**src/rtl/uart_xcvr_pkg.sv**
```systemverilog
// Shared types and helpers for the UART transceiver.
// Assumes nothing beyond IEEE 1800-2017 synthesizable subset.
package uart_xcvr_pkg;

    typedef enum logic [1:0] {
        ST_IDLE,
        ST_START,
        ST_DATA,
        ST_STOP
    } line_state_t;

    // Majority of three samples.
    function automatic logic maj3(input logic a, input logic b, input logic c);
        return (a & b) | (a & c) | (b & c);
    endfunction

endpackage

```
**src/rtl/uart_xcvr_tx.sv**
```systemverilog
// Transmit path: one-word holding register feeding a shift register that
// frames each word with a low start bit and a high stop bit, LSB first.
// Assumes tick is a single-cycle pulse at OSR times the baud rate and that
// word9 is stable while a frame is on the line.
module uart_xcvr_tx
    import uart_xcvr_pkg::*;
#(
    parameter int OSR = 16,
    parameter int W   = 9
) (
    input  logic         clk,
    input  logic         rst_n,
    input  logic         tick,
    input  logic         word9,
    input  logic         wr_en,
    input  logic [W-1:0] wr_data,
    output logic         tx_out,
    output logic         txe,
    output logic         tc
);
    localparam int CW = $clog2(OSR);
    localparam int BW = $clog2(W);

    logic          hold_v;
    logic [W-1:0]  hold_d;
    logic [W-1:0]  sh;
    line_state_t   st;
    logic [CW-1:0] cnt;
    logic [BW-1:0] idx;
    logic [BW-1:0] last_idx;
    logic          wr_ok;
    logic          load;
    logic          bit_end;

    assign last_idx = word9 ? BW'(W - 1) : BW'(W - 2);
    assign wr_ok    = wr_en && !hold_v;
    assign load     = (st == ST_IDLE) && hold_v;
    assign bit_end  = tick && (cnt == CW'(OSR - 1));
    assign txe      = !hold_v;

    // Holding register: accept a write only when empty, release on load.
    always_ff @(posedge clk) begin
        if (!rst_n) begin
            hold_v <= 1'b0;
            hold_d <= '0;
        end else if (wr_ok) begin
            hold_v <= 1'b1;
            hold_d <= wr_data;
        end else if (load) begin
            hold_v <= 1'b0;
        end
    end

    // Shift register and frame sequencer driving the line.
    always_ff @(posedge clk) begin
        if (!rst_n) begin
            st     <= ST_IDLE;
            cnt    <= '0;
            idx    <= '0;
            sh     <= '0;
            tx_out <= 1'b1;
        end else begin
            if (st != ST_IDLE && tick) begin
                cnt <= bit_end ? '0 : cnt + 1'b1;
            end
            case (st)
                ST_IDLE: begin
                    if (load) begin
                        st     <= ST_START;
                        tx_out <= 1'b0;
                        sh     <= hold_d;
                        cnt    <= '0;
                    end
                end
                ST_START: begin
                    if (bit_end) begin
                        st     <= ST_DATA;
                        tx_out <= sh[0];
                        idx    <= '0;
                    end
                end
                ST_DATA: begin
                    if (bit_end) begin
                        if (idx == last_idx) begin
                            st     <= ST_STOP;
                            tx_out <= 1'b1;
                        end else begin
                            idx    <= idx + 1'b1;
                            sh     <= sh >> 1;
                            tx_out <= sh[1];
                        end
                    end
                end
                ST_STOP: begin
                    if (bit_end) begin
                        st <= ST_IDLE;
                    end
                end
                default: st <= ST_IDLE;
            endcase
        end
    end

    // Transmission-complete flag: set at stop end with nothing pending.
    always_ff @(posedge clk) begin
        if (!rst_n) begin
            tc <= 1'b1;
        end else if (wr_ok) begin
            tc <= 1'b0;
        end else if (st == ST_STOP && bit_end && !hold_v) begin
            tc <= 1'b1;
        end
    end

    AST_START_LOW: assert property (@(posedge clk) disable iff (!rst_n)
        (st == ST_START) |-> !tx_out);
    AST_STOP_HIGH: assert property (@(posedge clk) disable iff (!rst_n)
        (st == ST_STOP) |-> tx_out);
    AST_FULL_WRITE_IGNORED: assert property (@(posedge clk) disable iff (!rst_n)
        (wr_en && !txe) |=> $stable(hold_d));
    AST_TC_MEANS_EMPTY: assert property (@(posedge clk) disable iff (!rst_n)
        tc |-> txe);

endmodule

```
**src/rtl/uart_xcvr_rx.sv**
```systemverilog
// Receive path: two-stage line synchronizer, start-edge search, three-sample
// majority vote at mid-bit, and idle-line timer armed by each received frame.
// Assumes tick pulses are at least three clocks apart so the synchronized
// line has settled before each sample, and word9 is stable during a frame.
module uart_xcvr_rx
    import uart_xcvr_pkg::*;
#(
    parameter int OSR = 16,
    parameter int W   = 9
) (
    input  logic         clk,
    input  logic         rst_n,
    input  logic         tick,
    input  logic         word9,
    input  logic         rx_in,
    output logic         done,
    output logic [W-1:0] word,
    output logic         noise,
    output logic         ferr,
    output logic         idle_evt
);
    localparam int CW  = $clog2(OSR);
    localparam int BW  = $clog2(W);
    localparam int MID = OSR / 2;
    localparam int FW  = $clog2(OSR * (W + 2) + 1);

    logic          s1, rx_s;
    line_state_t   st;
    logic [CW-1:0] cnt;
    logic [BW-1:0] idx;
    logic [BW-1:0] last_idx;
    logic [W-1:0]  sh;
    logic          smp_a, smp_b;
    logic          nacc;
    logic          armed;
    logic [FW-1:0] icnt;
    logic [FW-1:0] frame_m1;
    logic          bit_end, at_vote, vote, split;

    assign last_idx = word9 ? BW'(W - 1) : BW'(W - 2);
    assign frame_m1 = word9 ? FW'(OSR * (W + 2) - 1) : FW'(OSR * (W + 1) - 1);
    assign bit_end  = tick && (cnt == CW'(OSR - 1));
    assign at_vote  = tick && (cnt == CW'(MID + 1));
    assign vote     = maj3(smp_a, smp_b, rx_s);
    assign split    = !((smp_a == smp_b) && (smp_b == rx_s));

    // Line synchronizer, idle-high.
    always_ff @(posedge clk) begin
        if (!rst_n) begin
            s1   <= 1'b1;
            rx_s <= 1'b1;
        end else begin
            s1   <= rx_in;
            rx_s <= s1;
        end
    end

    // Frame sequencer, sampling, word assembly and idle timer.
    always_ff @(posedge clk) begin
        if (!rst_n) begin
            st       <= ST_IDLE;
            cnt      <= '0;
            idx      <= '0;
            sh       <= '0;
            smp_a    <= 1'b1;
            smp_b    <= 1'b1;
            nacc     <= 1'b0;
            armed    <= 1'b0;
            icnt     <= '0;
            done     <= 1'b0;
            word     <= '0;
            noise    <= 1'b0;
            ferr     <= 1'b0;
            idle_evt <= 1'b0;
        end else begin
            done     <= 1'b0;
            idle_evt <= 1'b0;
            if (st != ST_IDLE && tick) begin
                cnt <= bit_end ? '0 : cnt + 1'b1;
                if (cnt == CW'(MID - 1)) smp_a <= rx_s;
                if (cnt == CW'(MID))     smp_b <= rx_s;
            end
            case (st)
                ST_IDLE: begin
                    if (tick) begin
                        if (!rx_s) begin
                            st   <= ST_START;
                            cnt  <= CW'(1);
                            sh   <= '0;
                            nacc <= 1'b0;
                            icnt <= '0;
                        end else if (armed) begin
                            if (icnt == frame_m1) begin
                                idle_evt <= 1'b1;
                                armed    <= 1'b0;
                                icnt     <= '0;
                            end else begin
                                icnt <= icnt + 1'b1;
                            end
                        end
                    end
                end
                ST_START: begin
                    if (at_vote) begin
                        if (vote) st <= ST_IDLE;
                        else      nacc <= split;
                    end else if (bit_end) begin
                        st  <= ST_DATA;
                        idx <= '0;
                    end
                end
                ST_DATA: begin
                    if (at_vote) begin
                        sh[idx] <= vote;
                        nacc    <= nacc | split;
                    end else if (bit_end) begin
                        if (idx == last_idx) st <= ST_STOP;
                        else                 idx <= idx + 1'b1;
                    end
                end
                ST_STOP: begin
                    if (at_vote) begin
                        done  <= 1'b1;
                        word  <= sh;
                        noise <= nacc | split;
                        ferr  <= !vote;
                        armed <= 1'b1;
                        icnt  <= '0;
                        st    <= ST_IDLE;
                    end
                end
                default: st <= ST_IDLE;
            endcase
        end
    end

    AST_DONE_SINGLE: assert property (@(posedge clk) disable iff (!rst_n)
        done |=> !done);
    AST_FALSE_START: assert property (@(posedge clk) disable iff (!rst_n)
        (st == ST_START && at_vote && vote) |=> (st == ST_IDLE && !done));
    AST_IDLE_SINGLE: assert property (@(posedge clk) disable iff (!rst_n)
        idle_evt |=> !idle_evt);

endmodule

```
**src/rtl/uart_xcvr_rxflags.sv**
```systemverilog
// Receive data register and receive status flags.
// Assumes done and idle_evt are single-cycle pulses and rd_en is a strobe.
module uart_xcvr_rxflags #(
    parameter int W = 9
) (
    input  logic         clk,
    input  logic         rst_n,
    input  logic         done,
    input  logic [W-1:0] word,
    input  logic         noise,
    input  logic         ferr,
    input  logic         idle_evt,
    input  logic         rd_en,
    output logic [W-1:0] rx_data,
    output logic         rxne,
    output logic         ore,
    output logic         ne,
    output logic         fe,
    output logic         idle
);
    logic accept;

    assign accept = done && (!rxne || rd_en);

    // Data register and flags: read clears, new word loads, busy word overruns.
    always_ff @(posedge clk) begin
        if (!rst_n) begin
            rx_data <= '0;
            rxne    <= 1'b0;
            ore     <= 1'b0;
            ne      <= 1'b0;
            fe      <= 1'b0;
            idle    <= 1'b0;
        end else begin
            if (rd_en) begin
                rxne <= 1'b0;
                ore  <= 1'b0;
                ne   <= 1'b0;
                fe   <= 1'b0;
                idle <= 1'b0;
            end
            if (accept) begin
                rx_data <= word;
                rxne    <= 1'b1;
                ne      <= noise;
                fe      <= ferr;
            end
            if (done && rxne && !rd_en) ore <= 1'b1;
            if (idle_evt) idle <= 1'b1;
        end
    end

    AST_READ_CLEARS: assert property (@(posedge clk) disable iff (!rst_n)
        (rd_en && !done) |=> !rxne);
    AST_OVERRUN_KEEPS_DATA: assert property (@(posedge clk) disable iff (!rst_n)
        (rxne && !rd_en) |=> $stable(rx_data));
    AST_OVERRUN_WITH_FULL: assert property (@(posedge clk) disable iff (!rst_n)
        ore |-> rxne);

endmodule

```
**src/rtl/uart_xcvr.sv**
```systemverilog
// Top of the UART transceiver: joins the transmit path, the receive path
// and the receive flag register. Assumes a single clock domain, with tick16
// a one-cycle pulse at sixteen times the baud rate.
module uart_xcvr #(
    parameter int OSR = 16,
    parameter int W   = 9
) (
    input  logic         clk,
    input  logic         rst_n,
    input  logic         tick16,
    input  logic         word9,
    input  logic         wr_en,
    input  logic [W-1:0] wr_data,
    input  logic         rd_en,
    output logic [W-1:0] rd_data,
    input  logic         rx_in,
    output logic         tx_out,
    output logic         txe,
    output logic         tc,
    output logic         rxne,
    output logic         idle,
    output logic         ore,
    output logic         ne,
    output logic         fe
);
    logic         rx_done;
    logic [W-1:0] rx_word;
    logic         rx_noise;
    logic         rx_ferr;
    logic         rx_idle;

    uart_xcvr_tx #(.OSR(OSR), .W(W)) u_tx (
        .clk     (clk),
        .rst_n   (rst_n),
        .tick    (tick16),
        .word9   (word9),
        .wr_en   (wr_en),
        .wr_data (wr_data),
        .tx_out  (tx_out),
        .txe     (txe),
        .tc      (tc)
    );

    uart_xcvr_rx #(.OSR(OSR), .W(W)) u_rx (
        .clk      (clk),
        .rst_n    (rst_n),
        .tick     (tick16),
        .word9    (word9),
        .rx_in    (rx_in),
        .done     (rx_done),
        .word     (rx_word),
        .noise    (rx_noise),
        .ferr     (rx_ferr),
        .idle_evt (rx_idle)
    );

    uart_xcvr_rxflags #(.W(W)) u_flags (
        .clk      (clk),
        .rst_n    (rst_n),
        .done     (rx_done),
        .word     (rx_word),
        .noise    (rx_noise),
        .ferr     (rx_ferr),
        .idle_evt (rx_idle),
        .rd_en    (rd_en),
        .rx_data  (rd_data),
        .rxne     (rxne),
        .ore      (ore),
        .ne       (ne),
        .fe       (fe),
        .idle     (idle)
    );

endmodule

```
**config.mk**
```make
export PLATFORM = sky130hd
export DESIGN_NAME = uart_xcvr
export DESIGN_NICKNAME = d
export VERILOG_FILES = /design/src/rtl/uart_xcvr_pkg.sv /design/src/rtl/uart_xcvr_tx.sv /design/src/rtl/uart_xcvr_rx.sv /design/src/rtl/uart_xcvr_rxflags.sv /design/src/rtl/uart_xcvr.sv
export SDC_FILE = /design/constraint.sdc
export NUM_CORES = 1
export LEC_CHECK = 0
export CORE_AREA = 2 2 95 78
export DETAILED_ROUTE_END_ITERATION = 10
export DIE_AREA = 0 0 97 80
export DONT_BUFFER_PORTS = 1
export GPL_TIMING_DRIVEN = 0
export HOLD_SLACK_MARGIN = 0.12
export PLACE_DENSITY = 0.89
export SYNTH_ARGS = -nofsm -noshare
export SYNTH_HDL_FRONTEND = slang
export SYNTH_SLANG_ARGS = --single-unit
```
**constraint.sdc**
```tcl
create_clock -name clk -period 6.1 [get_ports clk]
set_input_delay 0.61 -clock clk [delete_from_list [all_inputs] [get_ports clk]]
set_output_delay 0.61 -clock clk [all_outputs]
set_load 0.02 [all_outputs]
```
# Word-level counts from Yosys, hierarchy flattened
# Index checks and enable logic that the tools add are counted.
[word_totals]
ff_bits = 91
latchBits = 0
ramBits = 0
rom_bits = 0
output_inout_bits = 17
elab_cells = 214
memories = 0
[classes]
add_sub_neg = 5
multipliers = 0
div_mod_pow = 0
n_lt_le_gt_ge = 2
n_eq_ne = 38
shift = 0
muxes = 82
bitwise_logic = 6
reduce_logical = 51
[ops]
columns = ["cell", "count"]
rows = [
  ["4-bit 2-to-1 mux", 18],
  ["9-bit 2-to-1 mux", 6],
  ["8-bit 2-to-1 mux", 5],
  ["9-bit case mux with 2 select lines", 2],
  ["2-bit 2-to-1 mux", 14],
  ["1-bit 2-to-1 mux", 26],
  ["2-bit by 1-bit != test with 1-bit output, second input constant", 12],
  ["4-bit AND reduction", 6],
  ["2-bit nonzero test", 12],
  ["4-bit by 1-bit adder with 4-bit output, second input constant", 4],
  ["4-bit equality test, second input constant", 4],
  ["2-bit case mux with 4 select lines", 2],
  ["4-bit case mux with 2 select lines", 2],
  ["8-bit case mux with 2 select lines", 1],
  ["1-bit logical AND", 14],
  ["2-bit != test, second input constant", 7],
  ["6-bit AND reduction", 2],
  ["5-bit AND reduction", 2],
  ["9-bit bitwise mux", 1],
  ["8-bit by 1-bit adder with 8-bit output, second input constant", 1],
  ["2-bit equality test, second input constant", 4],
  ["4-bit equality test", 2],
  ["8-bit equality test", 1],
  ["2-bit AND reduction", 4],
  ["other kinds (18)", 32],
]

# Logic depth before layout (Yosys ltp)
[depth]
word_depth = 7
ltp_mapped = 8

# Modules after synthesis
# From an unflattened synthesis, not the netlist that was laid out.
[hier_totals]
hier_cells = 544
hier_area_um2 = 4670.7
[modules_own_cells]
columns = ["module", "instances", "cells_per_inst", "area_per_inst_um2"]
rows = [
  ["uart_xcvr_rx", 1, 293, 2477.4],
  ["uart_xcvr_tx", 1, 190, 1612.8],
  ["uart_xcvr_rxflags", 1, 61, 580.6],
]

# Least setup slack after synthesis
# No wires, ideal clock.
[synth_path]
kind = "input to register"
from = "input port tick16"
to = "register u_rx.icnt[7]"
setup_time_ps = 72
t_arrival_ps = 2099
path_slack_ps = 3930
stages = 6
path_buffers = 1
cell_sequence = "buf_2 and4b_2 nor2_2 or3_4 or4_1 a21oi_1"
[synth_between]
elab_chain_len = 3
[synth_rtl]
columns = ["element", "line", "source"]
rows = [
  ["start, declared", "uart_xcvr.sv:10", "input logic tick16,"],
  ["1-bit logical AND", "uart_xcvr_rx.sv:43", "assign at_vote = tick && (cnt == CW'(MID + 1));"],
  ["2-bit by 1-bit != test with 1-bit output (no source line)", "--", ""],
  ["4-bit AND reduction (no source line) *", "--", ""],
  ["end signal, assigned", "uart_xcvr_rx.sv:98", "icnt <= icnt + 1'b1;"],
  ["end, declared", "uart_xcvr_rx.sv:36", "logic [FW-1:0] icnt;"],
]
# Every way passes the cells marked *; elsewhere a longest branch is shown, timed or not.
# A chain may end at the register's enable or synchronous reset.

# Worst setup path in the final report
[layout_path]
from = "register u_tx.st[0]"
to = "register u_tx.sh[7]"
[layout_between]
elab_chain_len = 4
[layout_rtl]
columns = ["element", "line", "source"]
rows = [
  ["start, declared", "uart_xcvr_tx.sv:27", "line_state_t st;"],
  ["start signal, assigned", "uart_xcvr_tx.sv:57", "st <= ST_IDLE;"],
  ["start signal, assigned", "uart_xcvr_tx.sv:69", "st <= ST_START;"],
  ["start signal, assigned", "uart_xcvr_tx.sv:77", "st <= ST_DATA;"],
  ["2-bit zero test", "uart_xcvr_tx.sv:37, uart_xcvr_tx.sv:66", ""],
  ["1-bit logical AND", "uart_xcvr_tx.sv:37", "assign load = (st == ST_IDLE) && hold_v;"],
  ["2-bit by 1-bit != test with 1-bit output (no source line)", "--", ""],
  ["4-bit AND reduction (no source line)", "--", ""],
  ["end signal, assigned", "uart_xcvr_tx.sv:71", "sh <= hold_d;"],
  ["end signal, assigned", "uart_xcvr_tx.sv:89", "sh <= sh >> 1;"],
  ["end, declared", "uart_xcvr_tx.sv:26", "logic [W-1:0] sh;"],
]
# Parallel ways exist; a longest one is shown, timed or not.

==> out/metrics.yaml <==
setup-tns-final_ns: 0
first_global_vias: 3552
post_route_cells_drive_above_1_share: 0.0618
yosys.cell_types.count: 57
final_nets: 566
wirelength_um: 9890
finalCriticalPeriod_ns: 2.71
grt_setup_unrepaired: "no"
post_drt_via_cell_ratio: 6.20
drc: 0
leakagePower_nw: 1.72
timing_worst_slew_pin_value_ns: 1.15
clkLatencyLatePin_ns: 0.36
final-hold-violation-count: 0
arrival_worst_endpoint_ns: 2.99
cts-buffers-inserted: 9
post_synth_main_area_contributors: "dfxtp_1 42%, a21oi_1 7.8%, nand2_1 6.4%"
globalRouteOverflowTotal: 0
synthesis.yosys.warnings: 0
synth_largest_type_area_fraction: 0.423
synthTopCellsByCount: "91 x dfxtp_1, 73 x nand2_1, 67 x a21oi_1"
max_cap_violations: 0
synth.net_count: 555
cts_hold_buf: 0
yosysMostFrequentCell: "dfxtp_1"
finalSetupViolations: 0
grt_antenna_before_repair: 0
crit_path_capture: "u_tx.sh[7]$_SDFFE_PN0P_"
clock_sinks: 91
critPathLaunchType: "flip-flop"
syn_avg_cell_area_um2: 8.32
fmax_mhz: 369
synth-main-ff-cell: "dfxtp_1"
detailedPlacementHpwl_um: 6920
clkTransAtPathRegs_ns: 0.09
min_period_over_period: 0.445
total_switching_power_w: 0.000422
initial_core_util: 0.634
slew_headroom: 0.232
critical_path.cell_chain: "inv_1 > ha_1 > clkbuf_1 > o32ai_1 > buf_2 > nor2_1 > a211oi_1"
core_region_area_um2: 6790
power_report.internal_total_w: 0.00105
worstSetupEndpointType: "flip-flop"
drtPass1Iterations: 6
buffer_ports.inserted: 0
swShare: 0.287
report.final.slew_viol_count: 0
cts.htree.levels: 3
clock_power_share: 0.356
via_count: 3853
rrSetupSlack_ns: 3.39
synthesized_netlist_cell_count: 518
critical_path.max_stage_delay_ns: 1.03
worst-r2r-cell-count: 7
post_cts_resize_count: 0
grt_start_max_net_pins: 16
synth_seq_area_share: 0.423
critPathLaunch: "u_tx.st[0]$_SDFFE_PN0P_"
die-area_um2: 7760
postCtsSetupBuffers: 0
antenna_violating_nets_post_route: 0
all_layer_global_routing_usage: 0.262
status: "complete, no violations"
synth_seq_cells: 91
drt_iter0_drc: 364
synth-edff-count: 0
die_height_um: 80
regToRegStartpoint: "u_tx.st[0]$_SDFFE_PN0P_"
crit-reg2reg-capture: "u_tx.sh[7]$_SDFFE_PN0P_"
worst-endpoint-required_ns: 6.38
post_synth_instance_area_um2: 4310
antennaDiodeCount: 0
comb_power_share: 0.191
fin_skew_ns: 0.00855
placed_cells: 605
die-width_um: 97
synthDominantAreaCellType: "dfxtp_1"
pin_count: 33
cts_buffer_depth: 2
power_density_nw_per_um2: 314
power_frac_seq: 0.454
holdCritPathClass: "input pin to flip-flop"
cts_tree: "done"
timing.setup.critical_path_class: "flip-flop to flip-flop"
area_delta_synth_final_pct: 8.66
core.rowCount: 27
cp_slowest_cell: "o32ai_1"
final-instance-count-excl-fill: 621
detail_route.wl_per_cell_um: 15.9
worst-path-max-fanout: 10
grt_pass1_wl_um: 16400
place.gp.congestion: 0.929
root_buffer: "clkbuf_8"
peakVddDrop_uv: 253
asyncSetResetFlopFracSynth: 0
-- worst min path at each step --
stage	slack (ns)	to	cells after the start	start
4_1_cts	0.31	u_rx.rx_s$_SDFF_PN1_	1	rst_n
3_3_place_gp	0.40	u_rx.rx_s$_SDFF_PN1_	1	u_rx.s1$_SDFF_PN1_
5_1_grt	0.30	u_flags.ore$_SDFFE_PN0P_	1	rd_en
2_1_floorplan	0.39	u_rx.rx_s$_SDFF_PN1_	1	u_rx.s1$_SDFF_PN1_
3_5_place_dp	0.40	u_rx.rx_s$_SDFF_PN1_	1	u_rx.s1$_SDFF_PN1_
6_report	0.32	u_flags.ore$_SDFFE_PN0P_	1	rd_en
-- power by group through the flow --
stage	registers, W	clock network [W]	logic [W]
CTS	0.000665	0.000528	0.000274
floorplan	0.000669	0	0.000210
global route	0.000670	0.000554	0.000308
global placement	0.000675	0	0.000252
finish	0.000667	0.000522	0.000280
detailed placement	0.000679	0	0.000263
-- sequential cells by signal (all words and copies together) (netlist names), 2 cells and up, named ones only --
| signal | flops |
|---|---|
| u_rx.icnt | 8 |
| u_rx.cnt | 4 |
| u_tx.idx | 4 |
| u_flags.rx_data | 9 |
| u_rx.word | 9 |
| u_tx.hold_d | 9 |
| u_rx.sh | 9 |
| u_tx.cnt | 4 |
| u_tx.sh | 9 |
| u_tx.st | 2 |
| u_rx.idx | 4 |
-- per-layer routing --
layer  global-route usage  wire, um  vias to the layer above
li1                     -         -                     1859
met1                0.322      4300                     1810
met2                0.438      4740                      162
met3               0.0814       668                       22
met4               0.0958       174                        0
met5                    0         0                        -
-- critical path, delay by kind of cell (launching register included) --
kind,cells,cell delay (ns)
AOI/OAI and AO/OA,2,1.26
adders and majority gates,1,0.20
buffers and inverters,3,0.72
DFF,1,0.37
and+or+nand+nor,1,0.06
-- cell families (layout without fill, tap and decap cells) --
logic type                 Yosys count  count (layout)  share of synthesized area
buffers and inverters               40              56                     0.0386
adders and majority gates           21              21                     0.0610
DFF                                 91              91                      0.423
xor gates and xnor gates             6               6                     0.0122
muxes                               24              24                     0.0561
AOI/OAI and AO/OA                  130             130                      0.175
and+or+nand+nor                    206             206                      0.234
-- cell type report --
| cell class | count | area [um^2] |
|---|---|---|
| multi-input cells | 387 | 2320 |
| fillers | 538 | 2110 |
| flip-flops and latches | 91 | 1820 |
| clock inverters | 6 | 136 |
| clock buffers | 10 | 128 |
| well taps | 87 | 109 |
| plain buffers | 24 | 106 |
| inverters | 16 | 60.1 |
-- placed cells by master, fill, tap and decap left out, drive strengths merged, types with 2 or more instances in the layout --
cell type / n
or3: 2
and2: 3
nor2: 48
mux2i: 23
o22ai: 2
or2: 3
nand2b: 8
nand2: 73
nand3: 12
clkbuf: 23
inv: 16
and3: 4
o32ai: 2
nand4: 10
bufinv: 4
nor2b: 6
xnor2: 4
or4: 3
buf: 11
nor4: 5
nor3: 12
ha: 21
xor2: 2
dfxtp: 91
nor4b: 3
or3b: 2
and4: 2
o21ai: 29
nand4b: 3
a21boi: 2
nand3b: 4
a211oi: 12
o31ai: 3
a21oi: 67
-- metrics by stage --
stage          area, um^2   util  worst slack [ns]  hold slack, ns  power, W
2_1_floorplan        4310      -              3.93           0.386  0.000879
5_1_grt              4680  0.689              3.33           0.298   0.00153
6_report             4680  0.689              3.39           0.317   0.00147
3_3_place_gp         4420  0.650              3.69           0.395  0.000927
4_1_cts              4680  0.689              3.49           0.306   0.00147
3_5_place_dp         4420  0.650              3.60           0.396  0.000941
Power figures use the tool's default switching activity.
